## config.mk

```make
export PLATFORM = sky130hd
export DESIGN_NAME = csync_separator
export DESIGN_NICKNAME = d
export VERILOG_FILES = /design/src/rtl/csync_sep_pkg.sv /design/src/rtl/csync_edge_sync.sv /design/src/rtl/csync_settle_timer.sv /design/src/rtl/csync_vert_detect.sv /design/src/rtl/csync_shape_probe.sv /design/src/rtl/csync_separator.sv
export SDC_FILE = /design/constraint.sdc
export NUM_CORES = 1
export LEC_CHECK = 0
export BUFFER_PORTS_ARGS = -buffer_cell sky130_fd_sc_hd__buf_2
export CAP_MARGIN = 20
export CORE_MARGIN = 1
export CORE_UTILIZATION = 52
export DETAILED_ROUTE_END_ITERATION = 8
export PLACE_DENSITY = 0.75
export SLEW_MARGIN = 20
export SYNTH_ARGS = -nofsm -noshare
export SYNTH_HDL_FRONTEND = slang
export SYNTH_SLANG_ARGS = --single-unit
```

## constraint.sdc

```tcl
create_clock -name clk -period 1.9 [get_ports clk]
set_input_delay 0.38 -clock clk [delete_from_list [all_inputs] [get_ports clk]]
set_output_delay 0.38 -clock clk [all_outputs]
set_load 0.1 [all_outputs]
```

## src/rtl/csync_sep_pkg.sv

```systemverilog
// Shared types and constants for the composite sync separator.
package csync_sep_pkg;

    // Fixed pattern returned in the low seven configuration bits.
    localparam logic [6:0] CFG_FIXED = 7'b0000101;

    // Vertical detector states.
    typedef enum logic [2:0] {
        VD_IDLE,       // measuring low width
        VD_WAIT_RISE,  // direct method: wait for strobe rise
        VD_WAIT_LOW,   // confirmed method: wait for strobe low phase
        VD_WATCH,      // confirmed method: look for csync fall
        VD_DONE        // wait for csync to return high
    } vd_state_t;

endpackage

```

## src/rtl/csync_edge_sync.sv

```systemverilog
// Two-flop synchronizer followed by an edge detector.
// Assumes the input is asynchronous to clk. INIT is the idle level used at reset.
module csync_edge_sync #(
    parameter bit INIT = 1'b0
) (
    input  logic clk,
    input  logic rst_n,
    input  logic d_async,
    output logic level,
    output logic rise,
    output logic fall
);
    logic meta_q, sync_q, prev_q;

    // Synchronize and keep one cycle of history for edge detection.
    always_ff @(posedge clk) begin
        if (!rst_n) begin
            meta_q <= INIT;
            sync_q <= INIT;
            prev_q <= INIT;
        end else begin
            meta_q <= d_async;
            sync_q <= meta_q;
            prev_q <= sync_q;
        end
    end

    assign level = sync_q;
    assign rise  = sync_q & ~prev_q;
    assign fall  = ~sync_q & prev_q;
endmodule

```

## src/rtl/csync_settle_timer.sv

```systemverilog
// Counts settling time after enable rises. Assumes SETTLE_CYCLES >= 1.
module csync_settle_timer #(
    parameter int unsigned SETTLE_CYCLES = 4000000
) (
    input  logic clk,
    input  logic rst_n,
    input  logic enable,
    output logic ready
);
    localparam int unsigned CW = $clog2(SETTLE_CYCLES + 1);
    localparam logic [CW-1:0] LIMIT = CW'(SETTLE_CYCLES);

    logic [CW-1:0] cnt_q;

    // Count up to the limit while enabled; clear when disabled.
    always_ff @(posedge clk) begin
        if (!rst_n || !enable) begin
            cnt_q <= '0;
        end else if (cnt_q != LIMIT) begin
            cnt_q <= cnt_q + 1'b1;
        end
    end

    assign ready = enable && (cnt_q == LIMIT);
endmodule

```

## src/rtl/csync_vert_detect.sv

```systemverilog
// Vertical sync detector. Measures the low width of synchronized csync with a
// saturating counter. After qualification it aligns a one-cycle pulse to a
// strobe rise, using the direct or the confirmed method.
// Assumes the inputs are already synchronized. run low holds the detector idle.
module csync_vert_detect
    import csync_sep_pkg::*;
#(
    parameter int unsigned THRESH_CYCLES = 1600
) (
    input  logic clk,
    input  logic rst_n,
    input  logic run,
    input  logic method,
    input  logic cs_level,
    input  logic cs_fall,
    input  logic ts_rise,
    input  logic ts_fall,
    output logic qualify,
    output logic vpulse
);
    localparam int unsigned CW = $clog2(THRESH_CYCLES + 1);
    localparam logic [CW-1:0] LIMIT = CW'(THRESH_CYCLES);

    vd_state_t   state_q;
    logic [CW-1:0] width_q;
    logic        seen_fall_q;

    // Saturating low-width counter, cleared while csync is high.
    always_ff @(posedge clk) begin
        if (!rst_n || !run || cs_level) begin
            width_q <= '0;
        end else if (width_q != LIMIT) begin
            width_q <= width_q + 1'b1;
        end
    end

    // The detection point: low width has reached the threshold while armed.
    assign qualify = (state_q == VD_IDLE) && !cs_level && (width_q == LIMIT);

    // Detection state machine and pulse generation.
    always_ff @(posedge clk) begin
        if (!rst_n || !run) begin
            state_q     <= VD_IDLE;
            seen_fall_q <= 1'b0;
            vpulse      <= 1'b0;
        end else begin
            vpulse <= 1'b0;
            unique case (state_q)
                VD_IDLE: begin
                    if (qualify) state_q <= method ? VD_WAIT_LOW : VD_WAIT_RISE;
                end
                VD_WAIT_RISE: begin
                    if (ts_rise) begin
                        vpulse  <= 1'b1;
                        state_q <= VD_DONE;
                    end
                end
                VD_WAIT_LOW: begin
                    seen_fall_q <= 1'b0;
                    if (ts_fall) state_q <= VD_WATCH;
                end
                VD_WATCH: begin
                    if (ts_rise) begin
                        vpulse  <= seen_fall_q || cs_fall;
                        state_q <= VD_DONE;
                    end else if (cs_fall) begin
                        seen_fall_q <= 1'b1;
                    end
                end
                VD_DONE: begin
                    if (cs_level) state_q <= VD_IDLE;
                end
                default: state_q <= VD_IDLE;
            endcase
        end
    end
endmodule

```

## src/rtl/csync_shape_probe.sv

```systemverilog
// Samples csync at two fixed offsets after the detection point and flags
// whether the two levels differ. Assumes 1 <= SAMPLE_A < SAMPLE_B.
module csync_shape_probe #(
    parameter int unsigned SAMPLE_A = 16,
    parameter int unsigned SAMPLE_B = 48
) (
    input  logic clk,
    input  logic rst_n,
    input  logic start,
    input  logic cs_level,
    output logic shape
);
    localparam int unsigned CW = $clog2(SAMPLE_B + 1);
    localparam logic [CW-1:0] OFF_A = CW'(SAMPLE_A);
    localparam logic [CW-1:0] OFF_B = CW'(SAMPLE_B);

    logic [CW-1:0] off_q;
    logic          busy_q;
    logic          a_q;

    // Offset counter, sample A capture and shape comparison at sample B.
    always_ff @(posedge clk) begin
        if (!rst_n) begin
            off_q  <= '0;
            busy_q <= 1'b0;
            a_q    <= 1'b0;
            shape  <= 1'b0;
        end else if (start) begin
            off_q  <= CW'(1);
            busy_q <= 1'b1;
        end else if (busy_q) begin
            off_q <= off_q + 1'b1;
            if (off_q == OFF_A) a_q <= cs_level;
            if (off_q == OFF_B) begin
                shape  <= a_q ^ cs_level;
                busy_q <= 1'b0;
            end
        end
    end
endmodule

```

## src/rtl/csync_separator.sv

```systemverilog
// Composite sync separator top. It synchronizes csync and the timing strobe,
// emits horizontal one-shots, detects vertical sync with a selectable method,
// reports the vertical shape, and gates the outputs during settling.
// Assumes clk runs continuously. The default THRESH_CYCLES is 8 us at 200 MHz.
module csync_separator
    import csync_sep_pkg::*;
#(
    parameter int unsigned THRESH_CYCLES = 1600,
    parameter int unsigned SETTLE_CYCLES = 4000000,
    parameter int unsigned SAMPLE_A      = 16,
    parameter int unsigned SAMPLE_B      = 48
) (
    input  logic       clk,
    input  logic       rst_n,
    input  logic       enable,
    input  logic       csync_in,
    input  logic       tstrobe_in,
    input  logic       cfg_we,
    input  logic [7:0] cfg_wdata,
    output logic [7:0] cfg_rdata,
    output logic       hsync_pulse,
    output logic       vsync_pulse,
    output logic       shape_flag,
    output logic       not_ready
);
    logic cs_level, cs_rise, cs_fall;
    logic ts_level, ts_rise, ts_fall;
    logic ready, active;
    logic method_q;
    logic hs_q;
    logic qualify, vpulse;

    csync_edge_sync #(.INIT(1'b1)) u_cs_sync (
        .clk(clk), .rst_n(rst_n), .d_async(csync_in),
        .level(cs_level), .rise(cs_rise), .fall(cs_fall)
    );

    csync_edge_sync #(.INIT(1'b0)) u_ts_sync (
        .clk(clk), .rst_n(rst_n), .d_async(tstrobe_in),
        .level(ts_level), .rise(ts_rise), .fall(ts_fall)
    );

    csync_settle_timer #(.SETTLE_CYCLES(SETTLE_CYCLES)) u_settle (
        .clk(clk), .rst_n(rst_n), .enable(enable), .ready(ready)
    );

    assign active    = enable && ready;
    assign not_ready = !active;

    // Configuration register: only the method bit is stored.
    always_ff @(posedge clk) begin
        if (!rst_n) method_q <= 1'b0;
        else if (cfg_we) method_q <= cfg_wdata[7];
    end

    assign cfg_rdata = {method_q, CFG_FIXED};

    // Horizontal one-shot registered from the csync falling edge.
    always_ff @(posedge clk) begin
        if (!rst_n) hs_q <= 1'b0;
        else hs_q <= cs_fall && active;
    end

    csync_vert_detect #(.THRESH_CYCLES(THRESH_CYCLES)) u_vdet (
        .clk(clk), .rst_n(rst_n), .run(active), .method(method_q),
        .cs_level(cs_level), .cs_fall(cs_fall),
        .ts_rise(ts_rise), .ts_fall(ts_fall),
        .qualify(qualify), .vpulse(vpulse)
    );

    csync_shape_probe #(.SAMPLE_A(SAMPLE_A), .SAMPLE_B(SAMPLE_B)) u_shape (
        .clk(clk), .rst_n(rst_n), .start(qualify),
        .cs_level(cs_level), .shape(shape_flag)
    );

    assign hsync_pulse = hs_q && active;
    assign vsync_pulse = vpulse && active;

    logic unused_ok;
    assign unused_ok = ts_level ^ cs_rise ^ (^cfg_wdata[6:0]);
endmodule

```

# [Word level (Yosys, flattened, before mapping)]
# Cells that the tools add are included.
[classes] n_mux=17 reduce_logical=24 eq_ne=16 bitwise_logic=9 addsub=3
[ops] operator="$add 22x1->22 const B" n=1
[ops] operator="$eq 22x22->1 const B" n=1
[ops] operator="$ne 22x22->1 const B" n=1
[ops] operator="$mux 3" n=4
[ops] operator="$pmux 3 s4" n=1
[ops] operator="$add 11x1->11 const B" n=1
[ops] operator="$eq 11x11->1 const B" n=1
[ops] operator="$ne 11x11->1 const B" n=1
[ops] operator="$ne 2x2->1 const B" n=5
[ops] operator="$mux 1" n=9
[ops] operator="$reduce_and 3->1" n=3
[ops] operator="$logic_and 1x1->1" n=7
[ops] operator="$add 6x1->6 const B" n=1
[ops] operator="$eq 3x2->1 const B" n=2
[ops] operator="$eq 6x5->1 const B" n=1
[ops] operator="$eq 6x6->1 const B" n=1
[ops] operator="$not 1->1" n=5
[ops] operator="$logic_not 1->1" n=4
[ops] operator="$logic_or 1x1->1" n=4
[ops] operator="$pmux 1 s2" n=2
[ops] operator="$reduce_and 4->1" n=1
[ops] operator="$reduce_bool 2->1" n=2
[ops] operator="$reduce_or 2->1" n=2
[ops] operator="$and 1x1->1" n=3
[ops] operator="6 further kinds" n=6
[word_totals] input_bits=14 ff_bits=55 word_cells=87

# [Depth between registers and ports, before layout]
# Gate-level depths: netlist of the first run.
[depth] depth_word=6 depth_mapped=7 ltp_nobuf=7

# [Cells and area by module]
# A second synthesis of the first run with hierarchy kept.
[unflattened] cells_unflattened=294 area_unflattened_um2=2615.0
[modules_own_cells] mod="csync_settle_timer" cells_each=128 seq_area_each_um2=440.4 area_each_um2=1068.5 instances=1
[modules_own_cells] mod="csync_vert_detect" cells_each=85 seq_area_each_um2=320.3 area_each_um2=775.7 instances=1
[modules_own_cells] mod="csync_shape_probe" cells_each=46 seq_area_each_um2=180.2 area_each_um2=432.9 instances=1
[modules_own_cells] mod="csync_edge_sync" cells_each=8 seq_area_each_um2=60.1 area_each_um2=91.3 instances=2
[modules_own_cells] mod="csync_separator" cells_each=19 seq_area_each_um2=40.0 area_each_um2=155.1 instances=1

# [Worst setup path after synthesis of the first run]
# OpenSTA, ideal clock, no wires.
[synth_timing] path_kind="register -> output" start="register u_settle.cnt_q[4]" end="output port hsync_pulse" t_arrival_ps=1931 slack_ps=-411 path_buffers=0 path_stages_with_launch=5 t_required_ps=1520 path_cell_list="dfxtp_1 -> nor4_1 -> nand3_1 -> nor3_2 -> and3_1"
[synth_between] elab_chain_cells=4
[synth_rtl] element="start, declared" line="csync_settle_timer.sv:13" rtl="logic [CW-1:0] cnt_q;"
[synth_rtl] element="start signal, assigned" line="csync_settle_timer.sv:20" rtl="cnt_q <= cnt_q + 1'b1;"
[synth_rtl] element="$eq 22x22->1" line="csync_settle_timer.sv:24" rtl="assign ready = enable && (cnt_q == LIMIT);"
[synth_rtl] element="$logic_and 1x1->1" line="csync_settle_timer.sv:24"
[synth_rtl] element="$logic_and 1x1->1" line="csync_separator.sv:47" rtl="assign active = enable && ready;"
[synth_rtl] element="$logic_and 1x1->1" line="csync_separator.sv:76" rtl="assign hsync_pulse = hs_q && active;"
[synth_rtl] element="end, declared" line="csync_separator.sv:21" rtl="output logic hsync_pulse,"
# Every way passes these cells.

# [Worst setup path in the final report of the first run]
[layout_timing] start="register u_settle.cnt_q[14]" end="output port hsync_pulse"
# Same word-level chain as after synthesis.

==> summary.md, run 1 <==
- **fin crit share** 118%
- **failing checks** DRC, setup timing
- **Max Transition Viols Final** 0
- **first-pass GRT wire length** 7.96 mm
- **layout cell share with drive strength beyond 1** 22.3%
- **critical path fanouts, max** 5
- **CTS Root Buffer Type** sky130_fd_sc_hd__clkbuf_8
- **part of the power in registers** 56.2%
- **total congestion overflow after global routing** 0
- **summed instance area of the synthesized netlist** 2490 um2
- **number of search-and-repair iterations in the first detailed-routing pass** 6
- **part of the power in the clock network** 38.0%
- **startpoint of the worst setup timing path** u_settle.cnt_q[14]
- **Unique masters post-synth** 41
- **endpoint kind of the worst setup timing path** output port
- **instance count of the mapped netlist** 281
- **ys async rst share** 0%
- **standard-cell rows** 24
- **total die area** 5070 um2
- **Max Clk Rate** 445 MHz
- **Tightest Pin Transition** 0.686 ns
- **reg2reg start** u_settle.cnt_q[14]
- **maximum cell stage delay along the critical path** 0.35 ns
- **maximum resistive drop on vdd** 0.556 mV
- **clock skew** 0.00999 ns
- **worst hold-check path type** in -> reg
- **height of the chip** 71.2 um
- **core outline area** 4470 um2
- **via count of the first global-routing pass** 1844
- **H-tree Lvls** 2
- **cts-stage hold buffer count** 0
- **buffer depth of the longest clock path** 2
- **antenna violations before repair** 0
- **static leakage power** 1.16 nW
- **share of power burned in combinational logic** 5.8%
- **hold path start** csync_in
- **CTS Buf Count** 5
- **sequential-to-total area share from yosys stat** 44.2%
- **unrepaired setup endpoints after global routing** true
- **number of flops mapped to enable cells by yosys** 0
- **total internal power** 1.61 mW
- **syn avg cell area** 8.86 um2
- **post-detailed-route via-to-cell ratio** 5.28
- **area added between synthesis and finish** 21.1%
- **number of remaining DRC errors** 2
- **number of synthesized register bits** 55
- **Final Hold Viols** 0
- **synthesis warning total** 0
- **Setup Total Neg Slack** -1.08 ns
- **Worst Setup Start Kind** register
- **CTS tree** done
- **clock latency of the later-clocked register in the worst-skew pair** 0.30 ns
- **path type of the worst setup path** reg -> out
- **# fillers** 359
- **final setup violation count** 6
- **status** finished, violations left
- **pwr dens** 687 nW/um2
- **final critical-path setup slack** -0.348 ns
- **Tmin final** 2.25 ns
- **dpl cell area** 2780 um2
- **Vias** 1954
- **number of non-filler instances in the completed layout** 370
- **Post-Layout Inst Area** 3020 um2
- **number of nets in the layout** 337
- **required time at the endpoint of the critical path** 1.52 ns
- **Boundary Pins** 26
- **remaining antenna violation count after routing** 0
- **IO Port Bufs** 11
- **cell type of the slowest stage on the worst timing path** sky130_fd_sc_hd__dfxtp_2
- **worst path arrival time** 1.87 ns
- **most instantiated flip-flop cell in the synthesis netlist** sky130_fd_sc_hd__dfxtp_1
- **sink count of the clock tree** 55
- **final core area utilization** 67.4%
- **overall die width** 71.2 um
- **total half-perimeter wirelength after legalization and detailed placement** 3.31 mm
- **final weighted congestion of routability-driven global placement** 0.838
- **max_slew headroom** 53.7%
- **GRT Resource Usage Total** 19.8%
- **net switching share of the total power** 22.4%
- **per-cell routed wire length** 12.5 um
- **Inst Count DP** 360
- **Initial DRC Count** 154
- **Antenna Diode Count** 0
- **Worst-path clk slew** 0.09 ns
- **cells along the critical path** nor4bb_4, nand3_2, nor3_4, and3_4, buf_12
- **maximum number of pins on one net before global-route repair** 17
- **initial core utilization** 55.6%
- **total length of routed wires** 4.62 mm
- **max cap viols** 0
- **net switching power** 464 uW
[cells in the final DEF, fill, tap and decap left out, drive strengths merged, types with 2 or more instances in the layout]
master / instances
dfxtp: 55
nor2: 48
buf: 38
xor2: 27
nand2: 18
nand3: 15
nand4: 11
inv: 10
xnor2: 9
and3: 9
conb: 7
nand2b: 7
ha: 6
clkbuf: 6
a21oi: 5
nor3: 5
and2: 4
mux2i: 4
nor4: 4
nor2b: 3
o21ai: 3
or4: 3
nor4bb: 3
or2: 2
and4: 2
[path summary, 6_finish.rpt]
kind | to | slack, ns | cells after the start
hold reg to reg | u_cs_sync.level | 0.42 | 1
hold / removal | u_cs_sync.meta_q | 0.25 | 2
setup reg to reg | u_vdet.width_q[2] | -0.07 | 8
setup / recovery | hsync_pulse | -0.35 | 5
[cell type report]
type	count	area, um2	share of cell area (%)
clock buffers	6	82.6	2.74
clock inverters	2	35.0	1.16
inverters	10	37.5	1.24
multi-input cells	207	1390	46.0
flip-flops and latches	55	1110	36.7
well taps	52	65.1	2.16
repair buffers	38	303	10.0
[cells in the mapped netlist, drive strengths merged (2+ instances only)]
library cell	count	area, um2
buf	8	60.1
nor2b	3	18.8
inv	10	37.5
o21ai	3	15.0
nor4	4	40.0
dfxtp	55	1100
conb	2	7.51
mux2i	4	40.0
and3	9	56.3
nor3	5	30.0
a21oi	5	25.0
nand4	11	68.8
or4	3	26.3
xor2	27	236
nand2b	7	43.8
and2	4	25.0
nor2	48	183
nor4bb	3	30.0
or2	2	12.5
ha	6	75.1
nand3	15	75.1
clkbuf	6	22.5
and4	2	17.5
nand2	18	67.6
xnor2	9	78.8
[stage by stage]
| step | setup slack (ns) | total power [mW] | hold slack, ns |
|---|---|---|---|
| after global routing | -0.392 | 2.14 | 0.268 |
| final | -0.348 | 2.07 | 0.254 |
| after global placement | -0.110 | 1.31 | 0.394 |
| after detailed placement | -0.167 | 1.31 | 0.396 |
| after CTS | -0.336 | 2.09 | 0.246 |
| after floorplan | 0.00713 | 1.30 | 0.386 |
[critical path: cells and delay by family, from the launching register on]
| family | cells | cell delay (ns) |
|---|---|---|
| and+or+nand+nor | 4 | 1.04 |
| DFF | 1 | 0.35 |
| buffers and inverters | 1 | 0.17 |
[cell families (layout without fill, tap and decap cells)]
logic type | after synthesis | after routing | share of synthesized area (%)
AOI/OAI and AO/OA | 16 | 16 | 4.22
xor gates and xnor gates | 36 | 36 | 12.7
adders and majority gates | 6 | 6 | 3.01
buffers and inverters | 24 | 56 | 4.82
DFF | 55 | 55 | 44.2
muxes | 4 | 4 | 1.61
other | 2 | 7 | 0.302
and+or+nand+nor | 138 | 138 | 29.1
[state kept, by name (all words and copies together) (netlist names), 3 cells and up]
signal          flops
u_vdet.width_q     11
u_shape.off_q       6
u_settle.cnt_q     22
u_vdet.state_q      3
[power groups by stage]
stage / Sequential, mW / Combinational (mW) / Clock (mW)
2_1_floorplan: 1.19 / 0.108 / 0
3_3_place_gp: 1.19 / 0.118 / 0
3_5_place_dp: 1.19 / 0.119 / 0
4_1_cts: 1.16 / 0.120 / 0.807
5_1_grt: 1.17 / 0.128 / 0.843
6_report: 1.16 / 0.120 / 0.787
[routing by layer]
| metal | GRT usage [%] | vias up | part of all wire (%) |
|---|---|---|---|
| li1 | - | 998 | - |
| met1 | 23.4 | 911 | 45 |
| met2 | 35.6 | 38 | 50 |
| met3 | 4.84 | 7 | 3.3 |
| met4 | 5.33 | 0 | 1.6 |
| met5 | 0 | - | 0 |
[what timing repair did]
item | 4_1_cts | 5_1_grt
gates resized for setup | 11 | 11
pin swaps | 3 | 5
setup endpoints to repair | 18 | 23
setup buffers | 1 | 1
(Power assumes the default switching activity.)
==> run 2: changes to the inputs <==
--- a/config.mk
+++ b/config.mk
@@ -8,9 +8,8 @@
 export BUFFER_PORTS_ARGS = -buffer_cell sky130_fd_sc_hd__buf_2
 export CAP_MARGIN = 20
 export CORE_MARGIN = 1
-export CORE_UTILIZATION = 52
+export CORE_UTILIZATION = 45
 export DETAILED_ROUTE_END_ITERATION = 8
-export PLACE_DENSITY = 0.75
 export SLEW_MARGIN = 20
 export SYNTH_ARGS = -nofsm -noshare
 export SYNTH_HDL_FRONTEND = slang
==> constraint.sdc (replaced) <==
create_clock -name clk -period 2.9 [get_ports clk]
set_input_delay 0.58 -clock clk [delete_from_list [all_inputs] [get_ports clk]]
set_output_delay 0.58 -clock clk [all_outputs]
set_load 0.1 [all_outputs]
==> summary.md, run 2 (same netlist as run 1, synthesis figures left out) <==
- **H-tree Lvls** 2
- **pwr dens** 480 nW/um2
- **standard-cell rows** 26
- **max_slew headroom** 49.2%
- **height of the chip** 76.4 um
- **number of gates given a new drive strength after cts** 0
- **total design power** 1.29 mW
- **Final Hold Viols** 0
- **fin crit share** 89.5%
- **status** completed
- **cells along the critical path** nor4bb_1, nand3_1, nor3_2, and3_1, buf_2
- **most common library cell in the layout ignoring fill and taps** sky130_fd_sc_hd__dfxtp_1
- **Tmin final** 2.60 ns
- **GRT Resource Usage Total** 15.2%
- **most frequent cells in the layout** 55 x sky130_fd_sc_hd__dfxtp_1, 47 x sky130_fd_sc_hd__nor2_1, 27 x sky130_fd_sc_hd__xor2_1, 18 x sky130_fd_sc_hd__nand2_1, 15 x sky130_fd_sc_hd__nand3_1
- **area added between synthesis and finish** 7.74%
- **clock skew** 0.0111 ns
- **final weighted congestion of routability-driven global placement** 0.795
- **flip-flop count of the largest register, all copies and words added** 22
- **total length of routed wires** 4.10 mm
- **max cap viols** 0
- **unrepaired setup endpoints after global routing** false
- **CTS tree** done
- **worst path arrival time** 2.02 ns
- **Setup Buffers After CTS** 0
- **maximum cell stage delay along the critical path** 0.42 ns
- **critical path fanouts, max** 3
- **final setup violation count** 0
- **IO Port Bufs** 11
- **Antenna Diode Count** 0
- **Boundary Pins** 26
- **post-detailed-route via-to-cell ratio** 4.93
- **maximum resistive drop on vdd** 0.217 mV
- **CTS Root Buffer Type** sky130_fd_sc_hd__clkbuf_8
- **first-pass GRT wire length** 7.01 mm
- **number of nets in the layout** 312
- **Worst Setup Start Kind** register
- **required time at the endpoint of the critical path** 2.32 ns
- **cell type of the slowest stage on the worst timing path** sky130_fd_sc_hd__buf_2
- **total die area** 5830 um2
- **per-cell routed wire length** 11.3 um
- **Setup Total Neg Slack** 0 ns
- **number of search-and-repair iterations in the first detailed-routing pass** 4
- **layout cell share with drive strength beyond 1** 9.56%
- **via count of the first global-routing pass** 1612
- **total half-perimeter wirelength after legalization and detailed placement** 2.88 mm
- **registers with the most flip-flops** u_settle.cnt_q (22), u_vdet.width_q (11), u_shape.off_q (6)
- **path type of the worst setup path** reg -> out
- **Max Clk Rate** 385 MHz
- **initial core utilization** 47.8%
- **buffer depth of the longest clock path** 2
- **cts-stage hold buffer count** 0
- **overall die width** 76.4 um
- **clock latency of the later-clocked register in the worst-skew pair** 0.32 ns
- **Vias** 1788
- **# fillers** 519
- **CTS Buf Count** 5
- **worst hold-check path type** in -> reg
- **static leakage power** 0.963 nW
- **maximum number of pins on one net before global-route repair** 23
- **antenna violations before repair** 0
- **total congestion overflow after global routing** 0
- **Initial DRC Count** 77
- **Tightest Pin Transition** 0.760 ns
- **core outline area** 5200 um2
- **Worst-path clk slew** 0.10 ns
- **register with the highest flop count** u_settle.cnt_q
- **number of remaining DRC errors** 0
- **sink count of the clock tree** 55
- **endpoint kind of the worst setup timing path** output port
- **Max Transition Viols Final** 0
- **remaining antenna violation count after routing** 0
-- run 2: cell count changes in the layout (fill, tap and decap cells not counted), sizes merged --
cell      change
buf          -25
bufinv        -1
clkinvlp      +1
-- run 2: layout make-up --
type	count	area (um2)	area share, %
repair buffers	13	70.1	2.61
clock inverters	2	16.3	0.606
flip-flops and latches	55	1100	41.0
clock buffers	6	82.6	3.08
well taps	70	87.6	3.26
inverters	10	37.5	1.40
multi-input cells	207	1290	48.0
-- run 2: path summary, 6_finish.rpt --
check | from | to | slack, ns | depth (start not counted)
max reg2reg | u_settle.cnt_q[16] | u_vdet.width_q[2] | 0.78 | 6
min | csync_in | u_cs_sync.meta_q | 0.43 | 2
max | u_settle.cnt_q[16] | hsync_pulse | 0.30 | 5
min reg2reg | u_cs_sync.prev_q | hs_q | 0.44 | 2
-- run 2: through the flow --
step / worst slack [ns] / util [%] / hold WS, ns / instances / instance area [um2]
final: 0.305 / 51.5 / 0.435 / 363 / 2680
after CTS: 0.246 / 51.5 / 0.421 / 363 / 2680
after floorplan: 0.389 / - / 0.386 / 286 / 2510
after detailed placement: 0.602 / 49.6 / 0.431 / 355 / 2580
after global routing: 0.0310 / 51.5 / 0.423 / 363 / 2680
after global placement: 0.592 / 49.6 / 0.391 / 355 / 2580
-- run 2: power by group --
group | leakage, nW | total (mW) | switching (mW) | internal, mW
Clock | 0.0474 | 0.451 | 0.256 | 0.195
Sequential | 0.444 | 0.765 | 0.00492 | 0.760
Combinational | 0.471 | 0.0713 | 0.0606 | 0.0106
Total | 0.963 | 1.29 | 0.322 | 0.966
-- run 2: worst max-delay path, delay by kind of cell (launching register included) --
family	cells	cell delay (ns)
AND/OR/NAND/NOR	4	0.92
flip-flops	1	0.36
buffers and inverters	1	0.42
-- run 2: metal layers --
layer | GRT usage (%) | up-vias | part of all wire, %
met5 | 0 | - | 0
met1 | 21.1 | 805 | 56
li1 | - | 954 | -
met4 | 8.08 | 0 | 2.1
met2 | 21.9 | 22 | 39
met3 | 3.35 | 7 | 2.8
